[config.mk]
export PLATFORM = sky130hd
export DESIGN_NAME = adc_hs_ctrl
export DESIGN_NICKNAME = d
export VERILOG_FILES = /design/src/rtl/adc_hs_pkg.sv /design/src/rtl/adc_hs_timer.sv /design/src/rtl/adc_hs_assemble.sv /design/src/rtl/adc_hs_ctrl.sv
export SDC_FILE = /design/constraint.sdc
export NUM_CORES = 1
export LEC_CHECK = 0
export ABC_AREA = 0
export BUFFER_PORTS_ARGS = -buffer_cell sky130_fd_sc_hd__buf_2
export CORE_MARGIN = 4
export CORE_UTILIZATION = 52
export CTS_BUF_LIST = sky130_fd_sc_hd__clkbuf_4 sky130_fd_sc_hd__clkbuf_8 sky130_fd_sc_hd__clkbuf_16
export CTS_CLUSTER_DIAMETER = 100
export DETAILED_ROUTE_END_ITERATION = 8
export PLACE_DENSITY = 0.86
export SYNTH_ARGS = -nofsm -noshare
export SYNTH_HDL_FRONTEND = slang
export SYNTH_SLANG_ARGS = --single-unit
[constraint.sdc]
create_clock -name clk -period 2.1 [get_ports clk]
set_input_delay 0.105 -clock clk [delete_from_list [all_inputs] [get_ports clk]]
set_output_delay 0.105 -clock clk [all_outputs]
set_load 0.02 [all_outputs]
[src/rtl/adc_hs_pkg.sv]
package adc_hs_pkg;

  localparam int BUS_W = 14;
  localparam int RES_W = 16;
  localparam int SYNC_SETTLE = 2;

  typedef enum logic [2:0] {
    ST_PWRUP,
    ST_IDLE,
    ST_CONV,
    ST_WAIT,
    ST_READ,
    ST_GAP
  } hs_state_e;

  // high read carries bits 13:8 in its low six lines
  function automatic logic [RES_W-1:0] join_bytes(input logic [7:0] lo,
                                                   input logic [7:0] hi);
    return {2'b00, hi[5:0], lo};
  endfunction

  function automatic logic [RES_W-1:0] pad_word(input logic [BUS_W-1:0] w);
    return {2'b00, w};
  endfunction

  function automatic int max4(input int a, input int b, input int c, input int d);
    int m;
    m = a;
    if (b > m) m = b;
    if (c > m) m = c;
    if (d > m) m = d;
    return m;
  endfunction

endpackage

[src/rtl/adc_hs_timer.sv]
module adc_hs_timer #(
  parameter int W       = 8,
  parameter int RST_VAL = 0
) (
  input  logic         clk,
  input  logic         rst_n,
  input  logic         load,
  input  logic [W-1:0] load_val,
  output logic         expired
);

  logic [W-1:0] cnt_q;

  always_ff @(posedge clk) begin
    if (!rst_n)              cnt_q <= W'(RST_VAL);
    else if (load)           cnt_q <= load_val;
    else if (cnt_q != '0)    cnt_q <= cnt_q - 1'b1;
  end

  assign expired = (cnt_q == '0);

  AST_TMR_LOADS: assert property (@(posedge clk) disable iff (!rst_n)
    load |=> (cnt_q == $past(load_val)));

  AST_TMR_NO_WRAP: assert property (@(posedge clk) disable iff (!rst_n)
    (!load && cnt_q == '0) |=> (cnt_q == '0));

endmodule

[src/rtl/adc_hs_assemble.sv]
module adc_hs_assemble
  import adc_hs_pkg::*;
#(
  parameter bit BYTE_MODE = 1'b0
) (
  input  logic             clk,
  input  logic             rst_n,
  input  logic             capture,
  input  logic             high_sel,
  input  logic [BUS_W-1:0] bus,
  output logic [RES_W-1:0] word
);

  logic [RES_W-1:0] word_q;

  generate
    if (BYTE_MODE) begin : g_byte
      logic [7:0] lo_q;
      always_ff @(posedge clk) begin
        if (!rst_n) begin
          lo_q   <= '0;
          word_q <= '0;
        end else if (capture) begin
          if (!high_sel) lo_q   <= bus[7:0];
          else           word_q <= join_bytes(lo_q, bus[7:0]);
        end
      end
    end else begin : g_par
      always_ff @(posedge clk) begin
        if (!rst_n)       word_q <= '0;
        else if (capture) word_q <= pad_word(bus);
      end
    end
  endgenerate

  assign word = word_q;

  AST_WORD_TOP_ZERO: assert property (@(posedge clk) disable iff (!rst_n)
    word_q[RES_W-1:BUS_W] == '0);

endmodule

[src/rtl/adc_hs_ctrl.sv]
module adc_hs_ctrl
  import adc_hs_pkg::*;
#(
  parameter bit BYTE_MODE       = 1'b0,
  parameter int CONV_LOW_CYC    = 4,
  parameter int RD_LOW_CYC      = 3,
  parameter int RD_GAP_CYC      = 2,
  parameter int INT_TIMEOUT_CYC = 1000
) (
  input  logic             clk,
  input  logic             rst_n,
  input  logic             start_req,
  output logic             result_valid,
  output logic [15:0]      result_data,
  output logic             timeout_err,
  output logic             conv_start_n,
  output logic             cs_n,
  output logic             rd_n,
  output logic             hben,
  input  logic             int_n,
  input  logic [13:0]      adc_bus
);

  localparam int MAXC = max4(CONV_LOW_CYC, RD_LOW_CYC, RD_GAP_CYC, INT_TIMEOUT_CYC);
  localparam int TW   = $clog2(MAXC + 1) + 1;

  hs_state_e st_q, st_n;
  logic half_q, half_n, dummy_q, dummy_n, more_q, more_n;
  logic int_meta_q, int_sync_q;
  logic tmr_load, tmr_exp;
  logic [TW-1:0] tmr_val;
  logic cap, fin, to_pulse, last_read;
  logic conv_q, cs_q, rd_q, valid_q, to_q;

  // two-flop synchronizer for the asynchronous interrupt
  always_ff @(posedge clk) begin
    if (!rst_n) begin
      int_meta_q <= 1'b1;
      int_sync_q <= 1'b1;
    end else begin
      int_meta_q <= int_n;
      int_sync_q <= int_meta_q;
    end
  end

  adc_hs_timer #(.W(TW), .RST_VAL(SYNC_SETTLE)) u_timer (
    .clk     (clk),
    .rst_n   (rst_n),
    .load    (tmr_load),
    .load_val(tmr_val),
    .expired (tmr_exp)
  );

  assign last_read = dummy_q || !BYTE_MODE || half_q;

  always_comb begin
    st_n     = st_q;
    half_n   = half_q;
    dummy_n  = dummy_q;
    more_n   = more_q;
    tmr_load = 1'b0;
    tmr_val  = '0;
    cap      = 1'b0;
    fin      = 1'b0;
    to_pulse = 1'b0;
    unique case (st_q)
      ST_PWRUP: if (tmr_exp) begin
        if (!int_sync_q) begin
          st_n     = ST_READ;
          dummy_n  = 1'b1;
          tmr_load = 1'b1;
          tmr_val  = TW'(RD_LOW_CYC - 1);
        end else begin
          st_n = ST_IDLE;
        end
      end
      ST_IDLE: begin
        half_n  = 1'b0;
        dummy_n = 1'b0;
        more_n  = 1'b0;
        if (start_req) begin
          st_n     = ST_CONV;
          tmr_load = 1'b1;
          tmr_val  = TW'(CONV_LOW_CYC - 1);
        end
      end
      ST_CONV: if (tmr_exp) begin
        st_n     = ST_WAIT;
        tmr_load = 1'b1;
        tmr_val  = TW'(INT_TIMEOUT_CYC - 1);
      end
      ST_WAIT: begin
        if (!int_sync_q) begin
          st_n     = ST_READ;
          tmr_load = 1'b1;
          tmr_val  = TW'(RD_LOW_CYC - 1);
        end else if (tmr_exp) begin
          st_n     = ST_PWRUP;
          to_pulse = 1'b1;
          tmr_load = 1'b1;
          tmr_val  = TW'(SYNC_SETTLE);
        end
      end
      ST_READ: if (tmr_exp) begin
        st_n     = ST_GAP;
        tmr_load = 1'b1;
        tmr_val  = TW'(RD_GAP_CYC - 1);
        cap      = !dummy_q;
        fin      = !dummy_q && last_read;
        if (!last_read) begin
          half_n = 1'b1;
          more_n = 1'b1;
        end
      end
      ST_GAP: if (tmr_exp) begin
        if (more_q) begin
          st_n     = ST_READ;
          more_n   = 1'b0;
          tmr_load = 1'b1;
          tmr_val  = TW'(RD_LOW_CYC - 1);
        end else begin
          st_n = ST_IDLE;
        end
      end
      default: st_n = ST_IDLE;
    endcase
  end

  always_ff @(posedge clk) begin
    if (!rst_n) begin
      st_q    <= ST_PWRUP;
      half_q  <= 1'b0;
      dummy_q <= 1'b0;
      more_q  <= 1'b0;
      conv_q  <= 1'b1;
      cs_q    <= 1'b1;
      rd_q    <= 1'b1;
      valid_q <= 1'b0;
      to_q    <= 1'b0;
    end else begin
      st_q    <= st_n;
      half_q  <= half_n;
      dummy_q <= dummy_n;
      more_q  <= more_n;
      conv_q  <= (st_n != ST_CONV);
      cs_q    <= (st_n != ST_READ);
      rd_q    <= (st_n != ST_READ);
      valid_q <= fin;
      to_q    <= to_pulse;
    end
  end

  adc_hs_assemble #(.BYTE_MODE(BYTE_MODE)) u_asm (
    .clk     (clk),
    .rst_n   (rst_n),
    .capture (cap),
    .high_sel(half_q),
    .bus     (adc_bus),
    .word    (result_data)
  );

  assign conv_start_n = conv_q;
  assign cs_n         = cs_q;
  assign rd_n         = rd_q;
  assign hben         = half_q;
  assign result_valid = valid_q;
  assign timeout_err  = to_q;

  AST_NO_READ_IN_CONV: assert property (@(posedge clk) disable iff (!rst_n)
    (!rd_n || !cs_n) |-> conv_start_n);

  AST_STROBES_PAIRED: assert property (@(posedge clk) disable iff (!rst_n)
    cs_n == rd_n);

  AST_VALID_ONE_CLK: assert property (@(posedge clk) disable iff (!rst_n)
    result_valid |=> !result_valid);

  AST_RESULT_TOP_ZERO: assert property (@(posedge clk) disable iff (!rst_n)
    result_valid |-> (result_data[15:14] == 2'b00));

  AST_START_ONLY_IDLE: assert property (@(posedge clk) disable iff (!rst_n)
    $fell(conv_start_n) |-> $past(st_q == ST_IDLE && start_req));

  AST_TIMEOUT_NO_RESULT: assert property (@(posedge clk) disable iff (!rst_n)
    timeout_err |-> (!result_valid && cs_n));

  AST_HBEN_STABLE: assert property (@(posedge clk) disable iff (!rst_n)
    (!rd_n && $past(!rd_n)) |-> $stable(hben));

endmodule

==> run metrics <==
Yosys top cell area share=42.2%; CP Launch Type=register; antenna violations before repair=0; Final Skew=approximately 0.013 ns; number of flops mapped to enable cells by yosys=0; Max FO, Critical Path=9; CTS H-tree lvls=2; Most used DFF post-synth=dfxtp_1; first-pass GRT wire length=between 6 and 7 mm; total routed wirelength=4.04 mm; 1st-iter DRT viols=a little under 80; Avg Inst Size Synth=8.65 um^2; max-slew violation count=0; Sw Share=36.8%; die width=about 65 um; GPL Wtd Cong=around 0.87; fmax=500 MHz; clock share of power=20.1%; Final period util=95.2%; share of flip-flops with an asynchronous set or reset=0%; worst-margin pin slew=around 0.64 ns; Synth Register Bits=35; # DRC=0; Seq/Total Area, Yosys=42.2%; Setup crit start=u_timer.cnt_q[1]; outcome=completed; post-DR wirelength/cell=13.8 um; hold depth=3; Nets=between 200 and 300; synth top area cells=dfxtp_1 (42%), nand2_1 (8.1%), a21oi_1 (6.0%); Hold Startpoint=adc_bus[7]; cells after synthesis=between 150 and 200; NetSw=891 uW; Final Hold Vio Count=0; worst reg2reg setup slack=0.10 ns; worst flop-to-flop path startpoint=u_timer.cnt_q[1]; share of power burned in registers=39.6%; I/O pin count=40; Max-Cap Viols=0; Yosys Warn Count=0; hold slack=0.0236 ns; Die H=64.5 um; HPWL after DPL=between 2 and 2.5 mm; die footprint=4160 um^2; power per cell area=1140 nW/um^2; Cell variety after synth=43; register area=around 700 um^2; largest net degree at the start of global routing=23; GRT Total Usage=between 10% and 20%; Worst-path clk slew=0.11 ns; Ant. Diodes=0; Worst setup EP type=register; Crit path required time=2.36 ns; RR Endpoint=u_asm.word[4]; Worst slew margin=57.3%; port bufs=36; mapped cell area=1660 um^2; Place WS=0.0887 ns; vias in the first global route=1523; Reg2Reg Depth=9; Worst-Skew Late Latency=0.35 ns; layout cells sized above 1=28.1%; TritonCTS Buffers=5; fin worst setup slack=0.102 ns; Hold Path Class=in2reg; Rows=20; Internal=1530 uW; FILL cells=234; peak supply drop=just under 0.0007 V; dominant cell type by area after synthesis=dfxtp_1; hold path endpoint=u_asm.word[7]; critical path data arrival time=2.26 ns; iteration count of the initial detailed-routing pass=4; Multi-input gate area=approximately 850 um^2; clk buf depth=2; synthesis-to-layout area growth=28.0%; via count=about 1600; Tmin final=2.00 ns; Detail Route Antenna Nets=0; clock sink total=35; Core Box Area=3050 um^2; initial core utilization=between 50 and 60%; Setup CP Type=reg2reg; TritonCTS clock tree=built; Leak Pwr=between 0.0008 and 0.0009 uW; Root Driver=clkbuf_4; vias per cell=5.34; final setup fails=0; Comb power frac=40.3%; global route overflow=0
==> metrics by stage <==
step	std cells	TNS, ns	area [um^2]	total power (uW)	util (%)
after floorplan	194	0	1670	1680	-
after global placement	267	0	1860	1820	60.8
after detailed placement	267	0	1860	1840	60.8
after CTS	285	0	2040	2350	66.8
after global routing	293	-0.0896	2130	2590	69.6
final	293	0	2130	2420	69.6
==> what timing repair did <==
action,CTS,global route
hold endpoints to repair,10,3
buffers inserted,0,5
gates resized for setup,0,3
hold buffers,10,3
endpoints found under the setup margin,0,9
==> worst max-delay path by stage <==
| stage | endpoint |
|---|---|
| 6_report | u_asm.word[4] |
| 5_1_grt | u_asm.word[4] |
| 4_1_cts | u_asm.word[7] |
| 3_5_place_dp | u_asm.word[7] |
| 3_3_place_gp | u_asm.word[9] |
| 2_1_floorplan | rd_n |
==> cell type report <==
type                       count  share of cell area (%)
clock buffer                   5                    1.77
tap                           44                    2.59
multi-input combinational    140                    40.1
inverter                       5                   0.883
timing repair buffer          61                    19.6
sequential                    35                    33.0
clock inverter                 3                    2.06
==> cell usage after synthesis (3+ instances only) <==
| cell type | number |
|---|---|
| xnor2_1 | 4 |
| nor3_1 | 5 |
| buf_4 | 4 |
| dfxtp_1 | 35 |
| xor2_1 | 4 |
| and2_1 | 4 |
| a41o_2 | 3 |
| nor2_1 | 11 |
| o21ai_0 | 5 |
| inv_1 | 5 |
| nand2b_1 | 5 |
| a211oi_1 | 3 |
| nand3_1 | 3 |
| clkbuf_1 | 5 |
| nand2_1 | 36 |
| buf_6 | 4 |
| a21oi_1 | 20 |
| nor2b_1 | 3 |
==> flip-flops by register name, summed over array words and instances (netlist names) <==
name and cells:
u_asm.word 14, int_meta_q 1, st_q 3, int_sync_q 1
result_valid 1, dummy_q 1, timeout_err 1, conv_start_n 1
rd_n 1, u_timer.cnt_q 11
==> cells in the final DEF (no fill, tap or decap), types with 4 or more instances in the layout <==
cell / Yosys / final
buf_4: 4 / 10
xor2_1: 4 / 4
dlygate4sd3_1: 0 / 13
o21ai_0: 5 / 5
nand2b_1: 5 / 5
nand2_1: 36 / 36
dfxtp_1: 35 / 34
nor3_1: 5 / 5
nor2_1: 11 / 11
inv_1: 5 / 5
xnor2_1: 4 / 4
clkbuf_4: 0 / 5
and2_1: 4 / 4
buf_2: 1 / 36
a21oi_1: 20 / 20
==> power groups by stage <==
| stage | combinational (uW) | clock, uW | sequential (uW) |
|---|---|---|---|
| 6_report | 974 | 487 | 960 |
| 4_1_cts | 900 | 494 | 954 |
| 3_3_place_gp | 851 | 0 | 964 |
| 5_1_grt | 1080 | 535 | 983 |
| 2_1_floorplan | 759 | 0 | 926 |
| 3_5_place_dp | 875 | 0 | 966 |
==> worst max-delay path, cell delays in order (launching register included) <==
cell,delay [ns]
dfxtp_1,0.37
inv_1,0.07
ha_2,0.21
nor3b_2,0.21
buf_4,0.16
nand4b_4,0.18
nor3_4,0.31
buf_6,0.17
nand2_1,0.07
a21oi_1,0.16
==> kinds of logic after synthesis <==
kind of cell	count (synthesis)	synth area share (%)
compound gates	46	18.2
xor+xnor	8	4.22
fa+ha+maj	1	0.753
buf+inv	19	7.08
flops	35	42.2
other cells	1	0.226
simple gates	82	27.3
==> routing by layer <==
| layer | up-vias | GRT usage (%) | part of all wire, % |
|---|---|---|---|
| li1 | 773 | - | - |
| met1 | 712 | 21.7 | 42 |
| met2 | 67 | 33.9 | 50 |
| met3 | 12 | 6.59 | 6.8 |
| met4 | 0 | 7.92 | 1.7 |
| met5 | - | 0 | 0 |
No activity file was read; power rests on OpenSTA's default activity.
